[config.mk]
export PLATFORM = sky130hd
export DESIGN_NAME = fpd_decoder
export DESIGN_NICKNAME = d
export VERILOG_FILES = /design/src/rtl/fpd_decoder.sv
export SDC_FILE = /design/constraint.sdc
export NUM_CORES = 1
export LEC_CHECK = 0
export BUFFER_PORTS_ARGS = -buffer_cell sky130_fd_sc_hd__buf_4
export CORE_MARGIN = 10
export CORE_UTILIZATION = 38
export DETAILED_ROUTE_END_ITERATION = 10
export PLACE_DENSITY = 0.81
export SLEW_MARGIN = 20
export SYNTH_ARGS = -nofsm -noshare
export SYNTH_HDL_FRONTEND = slang
export SYNTH_SLANG_ARGS = --single-unit
[constraint.sdc]
create_clock -name vclk -period 2.5
set_clock_uncertainty 0.1 [all_clocks]
set_input_delay 0.375 -clock vclk [all_inputs]
set_output_delay 0.375 -clock vclk [all_outputs]
set_load 0.01 [all_outputs]
[src/rtl/fpd_decoder.sv]
module fpd_decoder #(
  parameter int XLEN = 32
) (
  input  logic [31:0]     instr_i,
  input  logic [2:0]      dyn_rm_i,
  output logic [4:0]      op_o,
  output logic [4:0]      rd_o,
  output logic [4:0]      rs1_o,
  output logic [4:0]      rs2_o,
  output logic [4:0]      rs3_o,
  output logic [XLEN-1:0] imm_o,
  output logic [2:0]      rm_o,
  output logic            fp_we_o,
  output logic            int_we_o,
  output logic            flags_we_o,
  output logic            illegal_o
);

  localparam logic [6:0] OPC_LD   = 7'b0000111;
  localparam logic [6:0] OPC_ST   = 7'b0100111;
  localparam logic [6:0] OPC_MA   = 7'b1000011;
  localparam logic [6:0] OPC_MS   = 7'b1000111;
  localparam logic [6:0] OPC_NMS  = 7'b1001011;
  localparam logic [6:0] OPC_NMA  = 7'b1001111;
  localparam logic [6:0] OPC_ARI  = 7'b1010011;
  localparam int         EXT      = XLEN - 12;

  localparam logic [4:0] K_NONE = 5'd0,  K_LD = 5'd1,  K_ST = 5'd2,
                         K_MA   = 5'd3,  K_MS = 5'd4,  K_NMS = 5'd5, K_NMA = 5'd6,
                         K_ADD  = 5'd7,  K_SUB = 5'd8, K_MUL = 5'd9, K_DIV = 5'd10,
                         K_SQRT = 5'd11, K_SJ = 5'd12, K_SJN = 5'd13, K_SJX = 5'd14,
                         K_MIN  = 5'd15, K_MAX = 5'd16, K_D2S = 5'd17, K_S2D = 5'd18,
                         K_EQ   = 5'd19, K_LT = 5'd20, K_LE = 5'd21, K_CLS = 5'd22,
                         K_D2I  = 5'd23, K_D2U = 5'd24, K_I2D = 5'd25, K_U2D = 5'd26;

  wire [6:0] opc  = instr_i[6:0];
  wire [2:0] f3   = instr_i[14:12];
  wire [6:0] f7   = instr_i[31:25];
  wire [4:0] sub  = instr_i[24:20];

  logic [4:0] kind;
  logic       to_fp, to_int, fl, uses_rm;
  logic [1:0] imm_sel;

  always_comb begin
    kind = K_NONE; to_fp = 1'b0; to_int = 1'b0; fl = 1'b0; uses_rm = 1'b0; imm_sel = 2'd0;
    unique case (opc)
      OPC_LD: if (f3 == 3'b011) begin kind = K_LD; to_fp = 1'b1; imm_sel = 2'd1; end
      OPC_ST: if (f3 == 3'b011) begin kind = K_ST; imm_sel = 2'd2; end
      OPC_MA, OPC_MS, OPC_NMS, OPC_NMA:
        if (instr_i[26:25] == 2'b01) begin
          to_fp = 1'b1; fl = 1'b1; uses_rm = 1'b1;
          case (opc)
            OPC_MA:  kind = K_MA;
            OPC_MS:  kind = K_MS;
            OPC_NMS: kind = K_NMS;
            default: kind = K_NMA;
          endcase
        end
      OPC_ARI: begin
        case (f7)
          7'b0000001: begin kind = K_ADD; to_fp = 1'b1; fl = 1'b1; uses_rm = 1'b1; end
          7'b0000101: begin kind = K_SUB; to_fp = 1'b1; fl = 1'b1; uses_rm = 1'b1; end
          7'b0001001: begin kind = K_MUL; to_fp = 1'b1; fl = 1'b1; uses_rm = 1'b1; end
          7'b0001101: begin kind = K_DIV; to_fp = 1'b1; fl = 1'b1; uses_rm = 1'b1; end
          7'b0101101:
            if (sub == 5'd0) begin kind = K_SQRT; to_fp = 1'b1; fl = 1'b1; uses_rm = 1'b1; end
          7'b0010001: begin
            to_fp = (f3 <= 3'b010);
            case (f3)
              3'b000:  kind = K_SJ;
              3'b001:  kind = K_SJN;
              3'b010:  kind = K_SJX;
              default: kind = K_NONE;
            endcase
          end
          7'b0010101:
            if (f3 <= 3'b001) begin
              kind = f3[0] ? K_MAX : K_MIN; to_fp = 1'b1; fl = 1'b1;
            end
          7'b0100000:
            if (sub == 5'd1) begin kind = K_D2S; to_fp = 1'b1; uses_rm = 1'b1; end
          7'b0100001:
            if (sub == 5'd0) begin kind = K_S2D; to_fp = 1'b1; uses_rm = 1'b1; end
          7'b1010001: begin
            to_int = (f3 <= 3'b010); fl = (f3 <= 3'b010);
            case (f3)
              3'b010:  kind = K_EQ;
              3'b001:  kind = K_LT;
              3'b000:  kind = K_LE;
              default: kind = K_NONE;
            endcase
          end
          7'b1110001:
            if (f3 == 3'b001 && sub == 5'd0) begin kind = K_CLS; to_int = 1'b1; end
          7'b1100001:
            if (sub <= 5'd1) begin
              kind = sub[0] ? K_D2U : K_D2I; to_int = 1'b1; fl = 1'b1; uses_rm = 1'b1;
            end
          7'b1101001:
            if (sub <= 5'd1) begin
              kind = sub[0] ? K_U2D : K_I2D; to_fp = 1'b1; uses_rm = 1'b1;
            end
          default: kind = K_NONE;
        endcase
      end
      default: kind = K_NONE;
    endcase
  end

  wire [2:0] rm_eff = (f3 == 3'b111) ? dyn_rm_i : f3;
  wire       rm_bad = uses_rm && (rm_eff >= 3'd5);
  wire       bad    = (kind == K_NONE) || rm_bad;

  assign illegal_o  = bad;
  assign op_o       = bad ? K_NONE : kind;
  assign fp_we_o    = !bad && to_fp;
  assign int_we_o   = !bad && to_int;
  assign flags_we_o = !bad && fl;
  assign rm_o       = (!bad && uses_rm) ? rm_eff : 3'd0;

  assign rd_o  = instr_i[11:7];
  assign rs1_o = instr_i[19:15];
  assign rs2_o = instr_i[24:20];
  assign rs3_o = instr_i[31:27];

  always_comb begin
    if (bad)
      imm_o = '0;
    else if (imm_sel == 2'd1)
      imm_o = {{EXT{instr_i[31]}}, instr_i[31:20]};
    else if (imm_sel == 2'd2)
      imm_o = {{EXT{instr_i[31]}}, instr_i[31:25], instr_i[11:7]};
    else
      imm_o = '0;
  end

  always_comb begin
    p_one_file_r11:     assert (!(fp_we_o && int_we_o));
    p_flag_needs_wr_r11: assert (!flags_we_o || fp_we_o || int_we_o);
    p_illegal_quiet_r10: assert (!illegal_o || (op_o == 5'd0 && !fp_we_o && !int_we_o && !flags_we_o));
    p_rm_in_range_r9:   assert (illegal_o || rm_o < 3'd5);
    p_store_no_write_r2: assert (op_o != 5'd2 || (!fp_we_o && !int_we_o));
  end

endmodule

==> flow_summary_export.csv <==
group,metric,value,unit
die,rows,20,
detailed_routing,wl_per_cell,16.7,um
sta,max_freq,350,MHz
sta,report.final.slew_viol_count,0,
sta,tightest_slew,670,ps
synth,yosysTopAreaCell,"buf_4",
synth,synth_cells,200,
power_and_ir_drop,cellInternalPower,0.117,mW
hold_path,min-delay-path-class,"in -> out",
hold_path,holdPathStages,0,
power_and_ir_drop,seqPwrFrac,0,%
global_route,antenna_found_initial,0,
detailed_routing,initialDrtViolationCount,73,
setup_path,cp-start-kind,"input pin",
detailed_routing,drc,0,
setup_path,cp_max_fo,9,
setup_path,cpMaxStageDelayCell,"or4_4",
detailed_routing,drt_first_pass_iters,4,
sta,period_share,114,%
power_and_ir_drop,p_clk_share,0,%
place,dpl_cell_area,2150,sq um
cells_and_area,seq_cell_count,0,
detailed_routing,num_vias,1854,
cells_and_area,syn_to_final_growth,76.1,%
die,die_w,77.5,um
power_and_ir_drop,powerDensity,102,nW/um^2
global_route,grt_max_degree,22,
die,die_area,6010,sq um
power_and_ir_drop,net-switching-power,0.109,mW
cells_and_area,nNetsFinal,333,
setup_path,required,2030,ps
detailed_routing,vias_per_cell,5.45,
sta,setup_violations,12,
synth,seq_area_frac_synth,0,%
outcome,status,"finished, violations left",
setup_path,cp-startpoint,"instr_i[23]",
synth,synth_area_leaders,"buf_4, nor2_1, nor3_1",
clocking,cts_hold_buffers,0,
power_and_ir_drop,ir_worst_vdd,0.0818,mV
die,initial_utilization,40.5,%
synth,avgSynthCellArea,6.29,sq um
outcome,failed_checks,"setup timing",
detailed_routing,wl,5690,um
flow_run,cap_violations,0,
global_route,grt_use_total,17.1,%
hold_path,hp-start,"instr_i[17]",
die,die_h,77.5,um
cells_and_area,clock_buffers,0,
cells_and_area,fin_util,71.4,%
sta,hold_viol,0,
setup_path,path_cells,"buf_6, or4_4, nor4b_4, a21oi_1, and3_1, o31a_1, nor2b_1, buf_4, a31o_1, buf_6",
global_route,grt_pass1_wl,9030,um
setup_path,critPathKind,"in -> out",
setup_path,critPathMaxStageDelay,610,ps
cells_and_area,postLayoutCellArea,2210,sq um
sta,rsz0062_at_grt,"yes",
detailed_routing,antenna_left,0,
place,port_buffers,89,
power_and_ir_drop,swShare,48.3,%
synth,ys_top_cells_by_count,"buf_4, nor2_1, nand2_1",
cells_and_area,regArea,0,sq um
power_and_ir_drop,combPwrFrac,100.0,%
sta,finalSetupTns,-3460,ps
synth,ys_types,49,
setup_path,end_kind,"output port",
sta,fin_crit,2860,ps
cells_and_area,layout-drive-gt1-share,55.7,%
place,hpwl,4830,um
synth,synth_top_area_share,23.9,%
sta,setup_ws,-357,ps
sta,maxSlewHeadroom,55.1,%
synth,ys_warn_count,0,
cells_and_area,antennaDiodeCount,0,
die,core,3100,sq um
setup_path,crit_top_cell,"buf_6",
setup_path,cp.arrival,2380,ps
synth,synth_nets,235,
global_route,globalRouteOverflowTotal,0,
place,gp_congestion,0.950,
power_and_ir_drop,leakagePower,1.05,nW
synth,syn_area,1260,sq um
synth,yosysMostFrequentCell,"buf_4",
clocking,postCtsSetupRepairBufs,0,
die,pin_count,99,
global_route,grt_pass1_vias,1891,
==> power groups by stage <==
stage | logic, mW | clock network, mW | registers, mW
2_1_floorplan | 0.110 | 0 | 0
3_3_place_gp | 0.212 | 0 | 0
3_5_place_dp | 0.216 | 0 | 0
4_1_cts | 0.220 | 0 | 0
5_1_grt | 0.241 | 0 | 0
6_report | 0.225 | 0 | 0
==> worst max-delay path: cells and delay by family <==
family / cells / cell delay [ps]
simple gates: 4 / 1140
compound gates: 3 / 480
buf+inv: 3 / 370
==> path summary, 6_finish.rpt <==
check,slack (ps),end
setup / recovery,-360,illegal_o
hold / removal,650,rs1_o[2]
==> logic make-up after synthesis <==
group           Yosys count  share of synthesized area (%)
mux                       6                           4.78
compound gates           44                           23.8
buf+inv                  54                           28.8
xor+xnor                  1                          0.697
simple gates             95                           42.0
==> final cells by class <==
type               count  area, sq um
repair buffers       149         1170
inverters              1         3.75
fillers              295          888
well taps             44         55.1
multi-input cells    146          990
==> cells in the final DEF, fill, tap and decap left out, types with 2 or more instances in the layout <==
master,netlist,final
and3_1,2,2
nor2b_1,2,2
nand3_1,5,5
a21oi_1,9,8
o21ai_0,9,9
nor3_4,0,3
a21o_1,2,2
o31a_1,3,3
o21ai_1,3,3
mux2i_1,6,6
nor3_1,14,10
buf_12,0,2
o22a_1,2,2
and2_1,7,7
nand2b_1,4,4
a31oi_1,3,2
buf_6,1,6
nor2_1,22,22
a31o_1,2,2
and4_1,2,2
buf_4,40,141
nor4b_4,0,2
nor3_2,1,2
nor4_1,3,3
nand2_1,17,17
o211ai_1,2,2
or4_4,1,2
nand4_1,4,4
==> layer usage <==
metal / vias to the layer above / part of all wire (%) / wire length, um / global-route usage [%]
met4: 0 / 2.5 / 140 / 3.47
met5: - / 0 / 0 / 0
met3: 16 / 8.9 / 508 / 4.15
met1: 846 / 39 / 2200 / 18.6
li1: 884 / - / - / -
met2: 108 / 50 / 2840 / 32.5
==> metrics by stage <==
step	std cells	hold slack [ps]	power [mW]	setup slack (ps)
5_1_grt	340	650	0.241	-440
4_1_cts	340	650	0.220	-325
6_report	340	650	0.225	-357
3_3_place_gp	340	650	0.212	-331
2_1_floorplan	200	742	0.110	-106
3_5_place_dp	340	650	0.216	-335
==> what timing repair did <==
| item | CTS | global route |
|---|---|---|
| hold endpoints to repair | 0 | 0 |
| resized for setup | 9 | 6 |
| pin swaps | 3 | 0 |
| setup endpoints to repair | 12 | 12 |
No activity file was read; power rests on OpenSTA's default activity.
